==> config.mk <==
export PLATFORM = sky130hd
export DESIGN_NAME = dslope_seq
export DESIGN_NICKNAME = d
export VERILOG_FILES = /design/src/rtl/dslope_pkg.sv /design/src/rtl/dslope_dp.sv /design/src/rtl/dslope_ctrl.sv /design/src/rtl/dslope_seq.sv
export SDC_FILE = /design/constraint.sdc
export NUM_CORES = 1
export LEC_CHECK = 0
export BUFFER_PORTS_ARGS = -buffer_cell sky130_fd_sc_hd__buf_2
export CAP_MARGIN = 20
export CORE_MARGIN = 10
export CORE_UTILIZATION = 60
export DETAILED_ROUTE_END_ITERATION = 16
export HOLD_SLACK_MARGIN = 0.15
export PLACE_DENSITY = 0.93
export SLEW_MARGIN = 30
export SYNTH_ARGS = -nofsm -noshare
export SYNTH_HDL_FRONTEND = slang
export SYNTH_HIERARCHICAL = 1
export SYNTH_SLANG_ARGS = --single-unit
==> constraint.sdc <==
create_clock -name clk -period 6.3 [get_ports clk]
set_input_delay 1.26 -clock clk [delete_from_list [all_inputs] [get_ports clk]]
set_output_delay 1.26 -clock clk [all_outputs]
set_load 0.05 [all_outputs]
==> src/rtl/dslope_pkg.sv <==
package dslope_pkg;

  typedef enum logic [1:0] {
    ST_IDLE  = 2'd0,
    ST_INTEG = 2'd1,
    ST_DEINT = 2'd2,
    ST_DONE  = 2'd3
  } seqState_t;

  // strobes from control to datapath
  typedef struct packed {
    logic cntClr;
    logic cntInc;
    logic latchRes;
    logic ovr;
  } dpCmd_t;

  // status from datapath to control
  typedef struct packed {
    logic chargeEnd;
    logic atMax;
    logic zeroSeen;
  } dpStat_t;

endpackage

==> src/rtl/dslope_dp.sv <==
module dslope_dp
  import dslope_pkg::*;
#(
  parameter int N_CHARGE    = 64,
  parameter int MAX_COUNT   = 2 * N_CHARGE,
  parameter int SYNC_STAGES = 2,
  parameter int CNT_W       = $clog2(MAX_COUNT + 1)
) (
  input  logic             clk,
  input  logic             rstN,
  input  logic             compI,
  input  dpCmd_t           cmd,
  output dpStat_t          stat,
  output logic [CNT_W-1:0] cnt,
  output logic [CNT_W-1:0] resultO,
  output logic             ovrO
);

  localparam logic [CNT_W-1:0] CHG_LAST = CNT_W'(N_CHARGE - 1);
  localparam logic [CNT_W-1:0] CNT_MAX  = CNT_W'(MAX_COUNT);
  localparam logic [CNT_W-1:0] SYNC_LAT = CNT_W'(SYNC_STAGES);

  logic [SYNC_STAGES-1:0] syncQ;
  logic                   compSync;
  logic [CNT_W-1:0]       corrCnt;

  // comparator synchroniser chain
  generate
    if (SYNC_STAGES == 1) begin : g_sync1
      always_ff @(posedge clk or negedge rstN)
        if (!rstN) syncQ <= '0;
        else       syncQ <= compI;
    end else begin : g_syncN
      always_ff @(posedge clk or negedge rstN)
        if (!rstN) syncQ <= '0;
        else       syncQ <= {syncQ[SYNC_STAGES-2:0], compI};
    end
  endgenerate
  assign compSync = syncQ[SYNC_STAGES-1];

  always_ff @(posedge clk or negedge rstN) begin
    if (!rstN)            cnt <= '0;
    else if (cmd.cntClr)  cnt <= '0;
    else if (cmd.cntInc && cnt != CNT_MAX) cnt <= cnt + 1'b1;
  end

  assign corrCnt = (cnt > SYNC_LAT) ? (cnt - SYNC_LAT) : '0;

  always_ff @(posedge clk or negedge rstN) begin
    if (!rstN) begin
      resultO <= '0;
      ovrO    <= 1'b0;
    end else if (cmd.latchRes) begin
      resultO <= cmd.ovr ? CNT_MAX : corrCnt;
      ovrO    <= cmd.ovr;
    end
  end

  assign stat.chargeEnd = (cnt == CHG_LAST);
  assign stat.atMax     = (cnt == CNT_MAX);
  assign stat.zeroSeen  = (cnt != '0) && !compSync;

  p_cnt_bound_r6 : assert property (@(posedge clk) disable iff (!rstN)
    cnt <= CNT_MAX);

  p_ovr_sat_r6 : assert property (@(posedge clk) disable iff (!rstN)
    (cmd.latchRes && cmd.ovr) |=> (ovrO && resultO == CNT_MAX));

endmodule

==> src/rtl/dslope_ctrl.sv <==
module dslope_ctrl
  import dslope_pkg::*;
(
  input  logic      clk,
  input  logic      rstN,
  input  logic      startI,
  input  dpStat_t   stat,
  output dpCmd_t    cmd,
  output seqState_t state,
  output logic      busyO,
  output logic      doneO,
  output logic      selSigO,
  output logic      selRefO,
  output logic      selHoldO
);

  seqState_t stateNxt;

  always_comb begin
    stateNxt = state;
    cmd      = '0;
    unique case (state)
      ST_IDLE: if (startI) begin
        stateNxt   = ST_INTEG;
        cmd.cntClr = 1'b1;
      end
      ST_INTEG: begin
        if (stat.chargeEnd) begin
          stateNxt   = ST_DEINT;
          cmd.cntClr = 1'b1;
        end else begin
          cmd.cntInc = 1'b1;
        end
      end
      ST_DEINT: begin
        if (stat.zeroSeen) begin
          stateNxt     = ST_DONE;
          cmd.latchRes = 1'b1;
        end else if (stat.atMax) begin
          stateNxt     = ST_DONE;
          cmd.latchRes = 1'b1;
          cmd.ovr      = 1'b1;
        end else begin
          cmd.cntInc = 1'b1;
        end
      end
      ST_DONE: stateNxt = ST_IDLE;
      default: stateNxt = ST_IDLE;
    endcase
  end

  always_ff @(posedge clk or negedge rstN)
    if (!rstN) state <= ST_IDLE;
    else       state <= stateNxt;

  assign busyO    = (state != ST_IDLE);
  assign doneO    = (state == ST_DONE);
  assign selSigO  = (state == ST_INTEG);
  assign selRefO  = (state == ST_DEINT);
  assign selHoldO = (state == ST_IDLE) || (state == ST_DONE);

  p_integ_len_r2 : assert property (@(posedge clk) disable iff (!rstN)
    (state == ST_INTEG && !stat.chargeEnd) |=> state == ST_INTEG);

  p_done_pulse_r7 : assert property (@(posedge clk) disable iff (!rstN)
    (state == ST_DONE) |=> (state == ST_IDLE));

  p_no_restart_r1 : assert property (@(posedge clk) disable iff (!rstN)
    (state == ST_DEINT) |=> (state != ST_INTEG));

endmodule

==> src/rtl/dslope_seq.sv <==
module dslope_seq
  import dslope_pkg::*;
#(
  parameter int N_CHARGE    = 64,
  parameter int MAX_COUNT   = 2 * N_CHARGE,
  parameter int SYNC_STAGES = 2,
  localparam int CNT_W      = $clog2(MAX_COUNT + 1)
) (
  input  logic             clk,
  input  logic             rstN,
  input  logic             startI,
  input  logic             compI,
  output logic             busyO,
  output logic             doneO,
  output logic [CNT_W-1:0] resultO,
  output logic             ovrO,
  output logic             selSigO,
  output logic             selRefO,
  output logic             selHoldO
);

  dpCmd_t           cmd;
  dpStat_t          stat;
  seqState_t        state;
  logic [CNT_W-1:0] cnt;

  dslope_ctrl ctrl_i (
    .clk(clk), .rstN(rstN), .startI(startI), .stat(stat), .cmd(cmd),
    .state(state), .busyO(busyO), .doneO(doneO),
    .selSigO(selSigO), .selRefO(selRefO), .selHoldO(selHoldO)
  );

  dslope_dp #(
    .N_CHARGE(N_CHARGE), .MAX_COUNT(MAX_COUNT),
    .SYNC_STAGES(SYNC_STAGES), .CNT_W(CNT_W)
  ) dp_i (
    .clk(clk), .rstN(rstN), .compI(compI), .cmd(cmd), .stat(stat),
    .cnt(cnt), .resultO(resultO), .ovrO(ovrO)
  );

  p_sel_onehot_r8 : assert property (@(posedge clk) disable iff (!rstN)
    $countones({selSigO, selRefO, selHoldO}) == 1);

  p_ref_clear_r3 : assert property (@(posedge clk) disable iff (!rstN)
    $rose(selRefO) |-> (cnt == '0));

endmodule

# After elaboration in Yosys (flattened, before gate mapping)
# Index checks and enable logic that the tools add are counted.
# word_totals
ff_bits,21
inputBits,4
output_inout_bits,14
word_cells,46
# op_classes
add_sub_neg,2
order_cmp,1
eq_ne,9
n_mux,20
reduce_logical,9
# op_table
op,count
$mux 8,4
$mux 2,6
$add 8x1->8 const B,1
$eq 8x6->1 const B,1
$eq 8x8->1 const B,1
$gt 8x2->1 const B,1
$ne 8x8->1 const B,1
$pmux 2 s4,1
$reduce_bool 8->1,1
$sub 8x2->8 const B,1
$mux 1,7
$eq 2x2->1 const B,2
$pmux 1 s2,2
$reduce_bool 2->1,2
$ne 3x1->1 const B,1
$reduce_and 3->1,1
$eq 2x1->1 const B,1
$logic_and 1x1->1,2
$logic_not 2->1,1
$ne 2x1->1 const B,1
$ne 2x2->1 const B,1
$logic_not 1->1,1
$logic_or 1x1->1,1

# Logic depth before layout (Yosys ltp)
# Gate-level depths: netlist of the first run.
# logic_depth
depth_word,7
mapped_depth,11
mapped_depth_nobuf,11

# Modules after synthesis
# The synthesis of the first run kept the hierarchy.
# modules_own_cells
module,n_inst,cells_each,area_each_um2,seq_area_each_um2
dslope_dp,1,107,1027.2,475.5
dslope_ctrl,1,27,237.7,50.0

# Least setup slack after synthesis of the first run
# No wires, ideal clock.
# synth_path
path_type,register to output
from,register ctrl_i.state[0]
to,output port selHoldO
arrival_time_ns,1.077
required_time_ns,5.040
setup_slack_ns,3.963
path_stages_with_launch,4
n_path_buf,0
cell_sequence,dfrtp_1 inv_1 ha_1 inv_1
# synth_via
elab_chain_cells,2
elab_cells_between_ends,3
cone_classes,1 x eq/ne; 2 x reduce/logical
# synth_rtl
item,line_no,source
start: declaration,dslope_ctrl.sv:9,"output seqState_t state,"
start signal: assignment,dslope_ctrl.sv:54,else state <= stateNxt;
$eq 2x2->1 / $logic_not 2->1 (equally long branches),dslope_ctrl.sv:60,assign selHoldO = (state == ST_IDLE) || (state == ST_DONE);
$logic_or 1x1->1 (*),dslope_ctrl.sv:60,
end: declaration,dslope_seq.sv:19,output logic selHoldO
# Mark *: on every way between the ends. The rest lies on a longest branch, timed or not.

# Worst setup path after layout of the first run
# Same ends and word-level chain as after synthesis.

==> results of run 1 <==
==> cells in the mapped netlist, types with 2 or more instances <==
library cell,number,area (µm²)
dfrtp_1,21,526
inv_1,15,56.3
nor2_1,13,48.8
ha_1,11,138
nand2_1,8,30.0
nand3_1,8,40.0
xor2_1,8,70.1
o21ai_0,6,30.0
a21oi_1,5,25.0
clkbuf_1,4,15.0
nor3_1,4,20.0
or3_1,3,18.8
a31oi_1,2,12.5
mux2i_1,2,20.0
nand2b_1,2,12.5
nand4_1,2,12.5
o22ai_1,2,12.5
==> sequential cells by signal, summed over array words and instances, names as in the netlist <==
register / count
dp_i/resultO: 8
ctrl_i/state: 2
dp_i/syncQ: 2
dp_i/cnt: 8
dp_i/ovrO: 1
==> worst paths after layout <==
kind / end / slack [ns] / cells past startpoint
hold / removal: dp_i/syncQ[1]$_DFF_PN0_ / 0.36 / 0
min in group asynchronous: dp_i/resultO[6]$_DFFE_PN0P_ / 0.89 / 1
hold reg to reg: dp_i/syncQ[1]$_DFF_PN0_ / 0.36 / 0
max in group asynchronous: dp_i/syncQ[1]$_DFF_PN0_ / 5.10 / 1
setup reg to reg: dp_i/cnt[3]$_DFFE_PN0P_ / 3.76 / 9
setup / recovery: selHoldO / 3.57 / 4
==> power groups by stage <==
stage / combinational, W / clock (W) / sequential [W]
floorplan: 0.000294 / 0 / 0.000248
global placement: 0.000409 / 0 / 0.000203
detailed placement: 0.000419 / 0 / 0.000206
CTS: 0.000420 / 0.0000670 / 0.000203
global route: 0.000461 / 0.0000710 / 0.000209
finish: 0.000418 / 0.0000650 / 0.000203
==> per-stage QoR <==
| stage | utilization [%] | hold WS, ns | area [µm²] |
|---|---|---|---|
| after floorplan | - | 0.331 | 1260 |
| after global placement | 68.3 | 0.335 | 1350 |
| after detailed placement | 68.3 | 0.346 | 1350 |
| after CTS | 69.7 | 0.363 | 1380 |
| after global routing | 69.7 | 0.371 | 1380 |
| final | 69.7 | 0.360 | 1380 |
==> per-layer routing <==
metal	vias up	wire [µm]	part of all wire (%)
met2	35	1130	47
met3	4	243	10
met1	424	988	41
met4	0	46	1.9
li1	476	-	-
met5	-	0	0
==> worst reg2reg max path: stages (launching register included) <==
cell,delay [ns]
dfrtp_1,0.53
nor3_1,0.32
and2_1,0.22
a21oi_1,0.11
nor2_1,0.20
a21oi_1,0.09
nor2_1,0.34
nand3_1,0.17
or3_1,0.34
a21oi_1,0.14
==> logic make-up (layout without fill, tap and decap cells) <==
logic type,Yosys count,in the layout
XOR/XNOR,9,9
adder cells (fa/ha/maj),11,11
flip-flops,21,21
multiplexers,3,3
AO/OA/AOI/OAI,20,20
buffers and inverters,21,36
AND/OR/NAND/NOR,49,49
==> area by class of cell <==
type	instances	area, µm²	share of cell area, %
tap	27	33.8	2.45
sequential	21	526	38.0
clock buffer	3	22.5	1.63
multi-input combinational	92	653	47.3
clock inverter	1	5.00	0.362
timing repair buffer	17	85.1	6.16
inverter	15	56.3	4.08
==> qor.txt, run 1 <==
Mapped Cells = 134
Final WS setup = 3.57 ns
Grt met2 use = 18.5%
Grt met3 use = 4.41%
Layout cell share with drive strength beyond 1 = 19.5%
Compound-gate portion of the synthesized area = 11.8%
GRT overflow = 0
Worst path arrival time = 1.47 ns
Initial antenna violation count = 0
Layout area overhead = 9.20%
Actual slew at the worst max-slew pin = 0.891 ns
Pin count of the biggest net entering global routing = 22
ANT nets after route = 0
Post-Syn Area per Cell = 9.44 µm²
Pwr Total = 0.000685 W
Setup TNS Final = 0 ns
Kind of critical path = flop to output pin
Tmin final = 2.73 ns
Post-synth EDFFs = 0
Number of I/O port buffers = 17
IO Count = 18
GR peak layer = met2
Routed wire length = 2410 µm
F_max = 366 MHz
# resized after CTS = 0
CP top delay family = buffers and inverters
Iteration-0 DRC Markers = 33
Cell chain of the critical path = inv_1 -> ha_1 -> inv_1 -> buf_2
Max cap viols = 0
Crit path max fanout = 4
Clk network pwr share = 9.5%
First-pass GRT wire length = 4060 µm
Setup WS pre-CTS = 3.83 ns
Largest family of logic cells by synthesized area = simple AND/OR/NAND/NOR gates
Synth cell types = 35
Post-CTS Setup Inserts = 0
Max-slew headroom = 40.0%
Clock transition at path regs = 0.12 ns
Internal power = 0.000325 W
Via count = 939
Non-filler cells, final = 176
H-tree levels = 1
Met1 usage = 13.0%
Core area = 1980 µm²
Final Net Count = 165
CTS tree = yes
Power Dens Cells = 496 nW/µm²
Hold Vio Cnt, Final = 0
Total track usage = 11.6%
Multiplexer area fraction after synthesis = 2.47%
Clock skew = 0.00396 ns
FFs w/ async S/R, synth = 100%
P_sw = 0.000360 W
R2R Path Start = dp_i/cnt[3]$_DFFE_PN0P_
Min-delay src = dp_i/syncQ[0]$_DFF_PN0_
Hold-fix buffers at CTS = 0
Antenna cells = 0
Die Wd = 65.9 µm
Vias in the first global route = 936
Crit. End Element = output pin
Synth Area in XOR/XNOR = 6.23%
Synthesized Nets = 149
Setup Viol. Count Final = 0
Status = complete, no violations
DP HPWL = 1810 µm
Yosys Warn Count = 6
Crit-path max cell delay = 0.41 ns
Die Y = 65.9 µm
P_leak = 0.700 nW
CTS root buf = clkbuf_4
Commonest cells after routing, fill and taps aside = 21 x dfrtp_1, 17 x buf_2, 15 x inv_1
Final worst-path cycle share = 43.4%
CP Buf/Inv Count = 3
FP Rows = 16
Drt pass-1 iters = 5
Crit. Startpoint = ctrl_i/state[0]$_DFFE_PN0P_
Worst vdd ir = 0.000469 V
Worst setup SP type = flop
Hold Path Class = flop to flop
Clk buf depth = 2
Clk sinks = 21
Final-report max-slew violation count = 0
Clock buffer count from CTS = 3
Required time of the worst setup path = 5.04 ns
Post-synthesis sequential area ratio = 41.5%
Post-synthesis simple-gate area fraction = 20.3%
Leading cell type in the layout, fill and taps excluded = dfrtp_1
GPL Wtd Cong = 0.937
Placed instance count = 172
Filler cell count = 147
Clock latency on the worst-skew pair = 0.30 ns
Synth Area in Adders = 10.9%
Post-synthesis cell area = 1260 µm²
Unrepaired setup endpoints after global routing = false
Initial Util = 63.8%
Main synth FF type = dfrtp_1
Sw Share = 52.6%
Synth Register Bits = 21
Sequential power share = 29.6%
DRC = 0
Die area = 4340 µm²
Critical path's slowest cell = dfrtp_1
Routed vias/inst = 5.34
Top cell by count, worst path = inv_1
Comb pwr share = 60.9%
WL per Instance = 13.7 µm
No activity file was read; power rests on OpenSTA's default activity.
==> inputs of run 2 (changes only) <==
--- a/config.mk
+++ b/config.mk
@@ -5,13 +5,14 @@
 export SDC_FILE = /design/constraint.sdc
 export NUM_CORES = 1
 export LEC_CHECK = 0
+export ABC_AREA = 1
 export BUFFER_PORTS_ARGS = -buffer_cell sky130_fd_sc_hd__buf_2
 export CAP_MARGIN = 20
 export CORE_MARGIN = 10
-export CORE_UTILIZATION = 60
+export CORE_UTILIZATION = 51
 export DETAILED_ROUTE_END_ITERATION = 16
 export HOLD_SLACK_MARGIN = 0.15
-export PLACE_DENSITY = 0.93
+export PLACE_DENSITY = 0.84
 export SLEW_MARGIN = 30
 export SYNTH_ARGS = -nofsm -noshare
 export SYNTH_HDL_FRONTEND = slang
==> constraint.sdc (replaced) <==
create_clock -name clk -period 2.5 [get_ports clk]
set_input_delay 0.5 -clock clk [delete_from_list [all_inputs] [get_ports clk]]
set_output_delay 0.5 -clock clk [all_outputs]
set_load 0.05 [all_outputs]
==> run 2 against run 1 <==
  * Worst setup slack got worse by 3.2 ns
  * Synthesized cell count increased by 28%
  * Clock skew decreased by 0.0015 ns
  * Largest power group unchanged
  * Critical endpoint is now dp_i/resultO[6]$_DFFE_PN0P_
  * Clock-buffer cell count increased by 1
  * Largest cell class unchanged
==> qor.txt, run 2 <==
Crit. End Element = flop
Synthesized Nets = 187 (+26%)
Top flop regs = dp_i/cnt (8), dp_i/resultO (8)
WL per Instance = 12.3 µm (-9.8%)
Iteration-0 DRC Markers = 78 (+140%)
Setup TNS Final = 0 ns (unchanged)
Main synth FF type = dfrtp_1
Layout cell share with drive strength beyond 1 = 27.6% (+8.1 points)
Yosys Warn Count = 6 (unchanged)
Synth area leader = dfrtp_1
Clock transition at path regs = 0.12 ns (about the same)
Critical path's slowest cell = dfrtp_1
Hold-fix buffers at CTS = 0 (unchanged)
Via count = 1131 (+20%)
Initial Util = 52.4% (-11 points)
WHS = 0.134 ns (-0.226 ns)
Tmin final = 2.14 ns
Initial antenna violation count = 0 (unchanged)
Worst setup SP type = flop
Clk sinks = 21 (unchanged)
Post-CTS Setup Inserts = 0 (unchanged)
GPL Wtd Cong = 0.852 (-9.1%)
Routed wire length = 2750 µm (+14%)
Largest cells by area after synthesis = dfrtp_1 37%, ha_1 9.7%, nand2_1 9.3%
Die Y = 72.8 µm (+10%)
GRT overflow = 0 (unchanged)
Post-synth EDFFs = 0 (unchanged)
Final Net Count = 208 (+26%)
Number of I/O port buffers = 17 (unchanged)
FFs w/ async S/R, synth = 100% (unchanged)
P_leak = 0.842 nW (+20%)
Vias in the first global route = 1113 (+19%)
Hold Path Class = input port to async pin
H-tree levels = 1 (unchanged)
Placed Area = 1530 µm² (+13%)
ANT nets after route = 0 (unchanged)
Pwr Total = 0.00191 W (+180%)
Commonest cells after routing, fill and taps aside = 35 x nand2_1, 21 x dfrtp_1, 17 x nor2_1, 17 x buf_2, 16 x inv_1
CTS tree = yes
Required time of the worst setup path = 2.75 ns (-2.29 ns)
Synth Register Bits = 21 (unchanged)
Final-report max-slew violation count = 0 (unchanged)
DP HPWL = 2240 µm (+23%)
Die Wd = 72.8 µm (+10%)
First-pass GRT wire length = 5060 µm (+24%)
Post-Syn Area per Cell = 8.26 µm² (-13%)
Status = complete, no violations
IO Count = 18 (unchanged)
Crit path max fanout = 9 (+5)
FP Rows = 19 (+3)
Post-synthesis cell area = 1420 µm² (+12%)
Pin count of the biggest net entering global routing = 22 (unchanged)
Filler cell count = 245 (+67%)
Worst path arrival time = 2.38 ns (+0.91 ns)
CTS root buf = clkbuf_4
Crit-path max cell delay = 0.43 ns (+0.02 ns)
F_max = 468 MHz
Synth cell types = 27 (-23%)
Clock skew = 0.00243 ns (-0.00153 ns)
DRC = 0 (unchanged)
Die area = 5300 µm² (+22%)
Final worst-path cycle share = 85.4%
Antenna cells = 0 (unchanged)
Cell chain of the critical path = inv_1 -> ha_1 -> inv_1 -> nor2_4 -> a21oi_1 -> o21a_1 -> inv_2 -> nor2_1 -> o21ai_4 -> inv_2 -> nand2_1 -> nand2_1
# resized after CTS = 0 (unchanged)
Setup WS pre-CTS = 0.398 ns (-3.43 ns)
Clock buffer count from CTS = 3 (unchanged)
Unrepaired setup endpoints after global routing = false
Hold Vio Cnt, Final = 0 (unchanged)
Power Dens Cells = 1230 nW/µm² (+150%)
Clk buf depth = 2 (unchanged)
Setup Viol. Count Final = 0 (unchanged)
Most frequent cell after synthesis = nand2_1
Total track usage = 11.5% (-0.068 points)
Actual slew at the worst max-slew pin = 0.471 ns (-0.419 ns)
Post-synthesis sequential area ratio = 37.0% (-4.5 points)
Post-route cell area = 1560 µm² (+13%)
Post-synth top cells = 35 x nand2_1, 21 x dfrtp_1, 17 x nor2_1
Max-slew headroom = 68.6% (+29 points)
Routed vias/inst = 5.07 (-4.9%)
Kind of critical path = flop to flop
Layout area overhead = 9.52%
Area fraction of the dominant cell type after synthesis = 37.0% (-4.5 points)
Leading cell type in the layout, fill and taps excluded = nand2_1
Worst vdd ir = 0.000810 V (+72%)
Final WS setup = 0.364 ns (-3.20 ns)
Core area = 2710 µm² (+37%)
Drt pass-1 iters = 4 (-1)
Mapped Cells = 172 (+28%)
Clock latency on the worst-skew pair = 0.30 ns (about the same)
Max cap viols = 0 (unchanged)
run 2: final cells by class:
cell class                      instances  area [µm²]  area share [%]
Clock buffer                            4        26.3            1.69
Inverter                               25        95.1            6.11
Multi-Input combinational cell        124         777            50.0
Sequential cell                        21         526            33.8
Tap cell                               31        38.8            2.49
Timing Repair Buffer                   18        92.6            5.95
run 2: layer usage:
metal	GRT usage, %	vias to the layer above	share of wire (%)
met5	0	-	0
li1	-	585	-
met4	3.38	0	0.69
met3	3.27	2	6.7
met1	14.9	516	45
met2	18.1	28	47
run 2: critical path, delay by kind of cell (launching register included):
family          cells  cell delay (ns)
buf+inv             4             0.39
fa+ha+maj           1             0.20
compound gates      3             0.68
simple gates        4             0.40
flops               1             0.43
run 2: stage by stage:
step / util, % / instances
after CTS: 57.4 / 223
after global routing: 57.4 / 223
final: 57.4 / 223
after global placement: 56.4 / 219
after detailed placement: 56.4 / 219
after floorplan: - / 172
run 2: where the power goes:
| group | internal, W | switching (W) | total, W |
|---|---|---|---|
| Clock | 0.0000620 | 0.000103 | 0.000165 |
| Sequential | 0.000438 | 0.0000771 | 0.000515 |
| Combinational | 0.000330 | 0.000897 | 0.00123 |
run 2: cell families (layout without fill, tap and decap cells):
group / count (synthesis) / after routing / share of synthesized area (%)
and+or+nand+nor: 89 / 89 / 32.5
buffers and inverters: 27 / 47 / 8.28
DFF: 21 / 21 / 37.0
AOI/OAI and AO/OA: 17 / 17 / 8.19
adders and majority gates: 11 / 11 / 9.69
xor gates and xnor gates: 7 / 7 / 4.32
run 2: worst paths after layout:
path | from | end | slack (ns) | cells after the start
setup / recovery | dp_i/cnt[1]$_DFFE_PN0P_ | dp_i/resultO[6]$_DFFE_PN0P_ | 0.36 | 12
hold / removal | rstN | dp_i/ovrO$_DFFE_PN0P_ | 0.13 | 1
setup reg to reg | dp_i/cnt[1]$_DFFE_PN0P_ | dp_i/resultO[6]$_DFFE_PN0P_ | 0.36 | 12
hold reg to reg | dp_i/syncQ[0]$_DFF_PN0_ | dp_i/syncQ[1]$_DFF_PN0_ | 0.36 | 0
max in group asynchronous | rstN | dp_i/cnt[1]$_DFFE_PN0P_ | 2.04 | 1
min in group clk | compI | dp_i/syncQ[0]$_DFF_PN0_ | 0.30 | 1
==> inputs of run 3 (changes only) <==
--- a/config.mk
+++ b/config.mk
@@ -8,7 +8,7 @@
 export ABC_AREA = 1
 export BUFFER_PORTS_ARGS = -buffer_cell sky130_fd_sc_hd__buf_2
 export CAP_MARGIN = 20
-export CORE_MARGIN = 10
+export CORE_MARGIN = 4
 export CORE_UTILIZATION = 51
 export DETAILED_ROUTE_END_ITERATION = 16
 export HOLD_SLACK_MARGIN = 0.15
==> run 3 against run 2 <==
  * Worst setup slack got worse by 0.084 ns
  * Design area increased by 0.64%
  * Non-clock buffer count increased by 1
  * First-iteration DRC count decreased by 28%
  * Utilization increased by 3.6 points
  * Die area decreased by 30%
  * Wire length increased by 6.4%
  * Clock-buffer cell count decreased by 1
  * Clock power about the same
  * Sequential power increased by 1%
  * Power increased by 0.87%
  * Critical path depth decreased by 2
  * Critical path type unchanged
  * Largest cell class unchanged
  * Highest routed layer unchanged
==> qor.txt, run 3 (same netlist as run 2, synthesis figures left out) <==
DP HPWL = 2370 µm (+5.7%)
Clock transition at path regs = 0.12 ns (about the same)
Top flop regs = dp_i/cnt (8), dp_i/resultO (8)
Die area = 3690 µm² (-30%)
Clk buf depth = 2 (unchanged)
Commonest cells after routing, fill and taps aside = 35 x nand2_1, 21 x dfrtp_1, 17 x nor2_1, 17 x buf_2, 16 x inv_1
GRT overflow = 0 (unchanged)
IO Count = 18 (unchanged)
Initial Util = 55.3% (+2.9 points)
Status = complete, no violations
Layout cell share with drive strength beyond 1 = 28.0% (+0.38 points)
Core area = 2570 µm² (-5.3%)
Post-CTS Setup Inserts = 0 (unchanged)
Crit path max fanout = 9 (unchanged)
# resized after CTS = 0 (unchanged)
Via count = 1178 (+4.2%)
CTS tree = yes
FP Rows = 18 (-1)
Setup TNS Final = 0 ns (unchanged)
Final Net Count = 209 (+0.48%)
F_max = 451 MHz (-3.8%)
Antenna cells = 0 (unchanged)
Layout area overhead = 10.2%
Setup Viol. Count Final = 0 (unchanged)
Final worst-path cycle share = 88.8% (+3.4 points)
Clock latency on the worst-skew pair = 0.31 ns (about the same)
Total track usage = 18.6% (+7.1 points)
Hold Vio Cnt, Final = 0 (unchanged)
First-pass GRT wire length = 5090 µm (+0.69%)
Worst setup SP type = flop
Pin count of the biggest net entering global routing = 22 (unchanged)
Iteration-0 DRC Markers = 56 (-28%)
Required time of the worst setup path = 2.75 ns (about the same)
Die Y = 60.8 µm (-16%)
Unrepaired setup endpoints after global routing = false
Vias in the first global route = 1142 (+2.6%)
Initial antenna violation count = 0 (unchanged)
Routed wire length = 2930 µm (+6.4%)
ANT nets after route = 0 (unchanged)
Crit. End Element = flop
Die Wd = 60.8 µm (-16%)
P_leak = 0.849 nW (+0.82%)
CTS root buf = clkbuf_4
Power Dens Cells = 1230 nW/µm² (+0.23%)
Tmin final = 2.22 ns (+0.0838 ns)
Clock buffer count from CTS = 3 (unchanged)
Actual slew at the worst max-slew pin = 0.475 ns (+0.00392 ns)
Number of I/O port buffers = 17 (unchanged)
Clock skew = 0.00334 ns (+0.000918 ns)
Post-route cell area = 1570 µm² (+0.64%)
H-tree levels = 1 (unchanged)
Placed Area = 1530 µm² (about the same)
GPL Wtd Cong = 0.914 (+7.2%)
Kind of critical path = flop to flop
Final-report max-slew violation count = 0 (unchanged)
Max cap viols = 0 (unchanged)
DRC = 0 (unchanged)
Max-slew headroom = 68.3% (-0.26 points)
WL per Instance = 13.1 µm (+6.4%)
Worst path arrival time = 2.46 ns (+0.08 ns)
Drt pass-1 iters = 4 (unchanged)
Worst vdd ir = 0.000880 V (+8.7%)
Routed vias/inst = 5.28 (+4.2%)
Hold Path Class = input port to flop
Leading cell type in the layout, fill and taps excluded = nand2_1
Clk sinks = 21 (unchanged)
## run 3: cell count changes in the layout (fill, tap and decap cells not counted)
cell / previous run / this run
clkbuf_1: 1 / 0
dlygate4sd3_1: 0 / 1
clkinv_2: 1 / 2
## run 3: worst paths after layout
kind / from / end / slack, ns / cells after the start
worst min-delay path: compI / dp_i/syncQ[0]$_DFF_PN0_ / 0.28 / 1
worst max-delay path: dp_i/cnt[1]$_DFFE_PN0P_ / dp_i/resultO[5]$_DFFE_PN0P_ / 0.28 / 10
worst min register to register: dp_i/syncQ[0]$_DFF_PN0_ / dp_i/syncQ[1]$_DFF_PN0_ / 0.36 / 0
worst max register to register: dp_i/cnt[1]$_DFFE_PN0P_ / dp_i/resultO[5]$_DFFE_PN0P_ / 0.28 / 10
max in group asynchronous: rstN / dp_i/cnt[2]$_DFFE_PN0P_ / 1.50 / 2
min in group asynchronous: rstN / dp_i/resultO[6]$_DFFE_PN0P_ / 0.68 / 2
## run 3: area by class of cell
cell class | instances | area (µm²)
inverter | 25 | 95.1
timing repair buffer | 19 | 103
clock inverter | 1 | 5.00
multi-input combinational | 124 | 777
tap | 30 | 37.5
clock buffer | 3 | 22.5
sequential | 21 | 526
fill | 215 | 1000
## run 3: per-layer routing
metal / routed length, µm / part of all wire [%] / track usage, % / up-vias
met5: 0 / 0 / 0 / -
met4: 29 / 0.99 / 6.19 / 0
met3: 174 / 5.9 / 3.62 / 4
met2: 1530 / 52 / 33.1 / 34
met1: 1190 / 41 / 22.4 / 556
li1: - / - / - / 584
## run 3: worst max-delay path: stages, from the launching register on
cell and delay [ns]:
dfrtp_1 0.45, inv_1 0.14, ha_1 0.21, inv_1 0.10, nor2_4 0.06, a21oi_1 0.27, o21a_1 0.25, inv_2 0.11
nor2_1 0.26, o21ai_4 0.15, o21ai_1 0.17
## run 3: what timing repair did
action                     in CTS  in global routing
hold endpoints to repair       21                  0
hold buffers                    1                  0
setup endpoints to repair       0                  0
## run 3: stage by stage
stage                     worst slack (ns)  hold slack, ns  std cells  power [W]  utilization [%]
final                                0.280           0.285        223    0.00192             61.0
after global routing                0.0651           0.267        223    0.00208             61.0
after CTS                            0.305           0.272        223    0.00194             61.0
after detailed placement             0.330           0.336        218    0.00177             59.5
after global placement               0.473           0.333        218    0.00172             59.5
after floorplan                      0.572           0.204        172    0.00152                -
## run 3: power by group
group          internal (W)  switching (W)
Combinational      0.000333       0.000905
Clock             0.0000599       0.000108
Sequential         0.000438      0.0000817
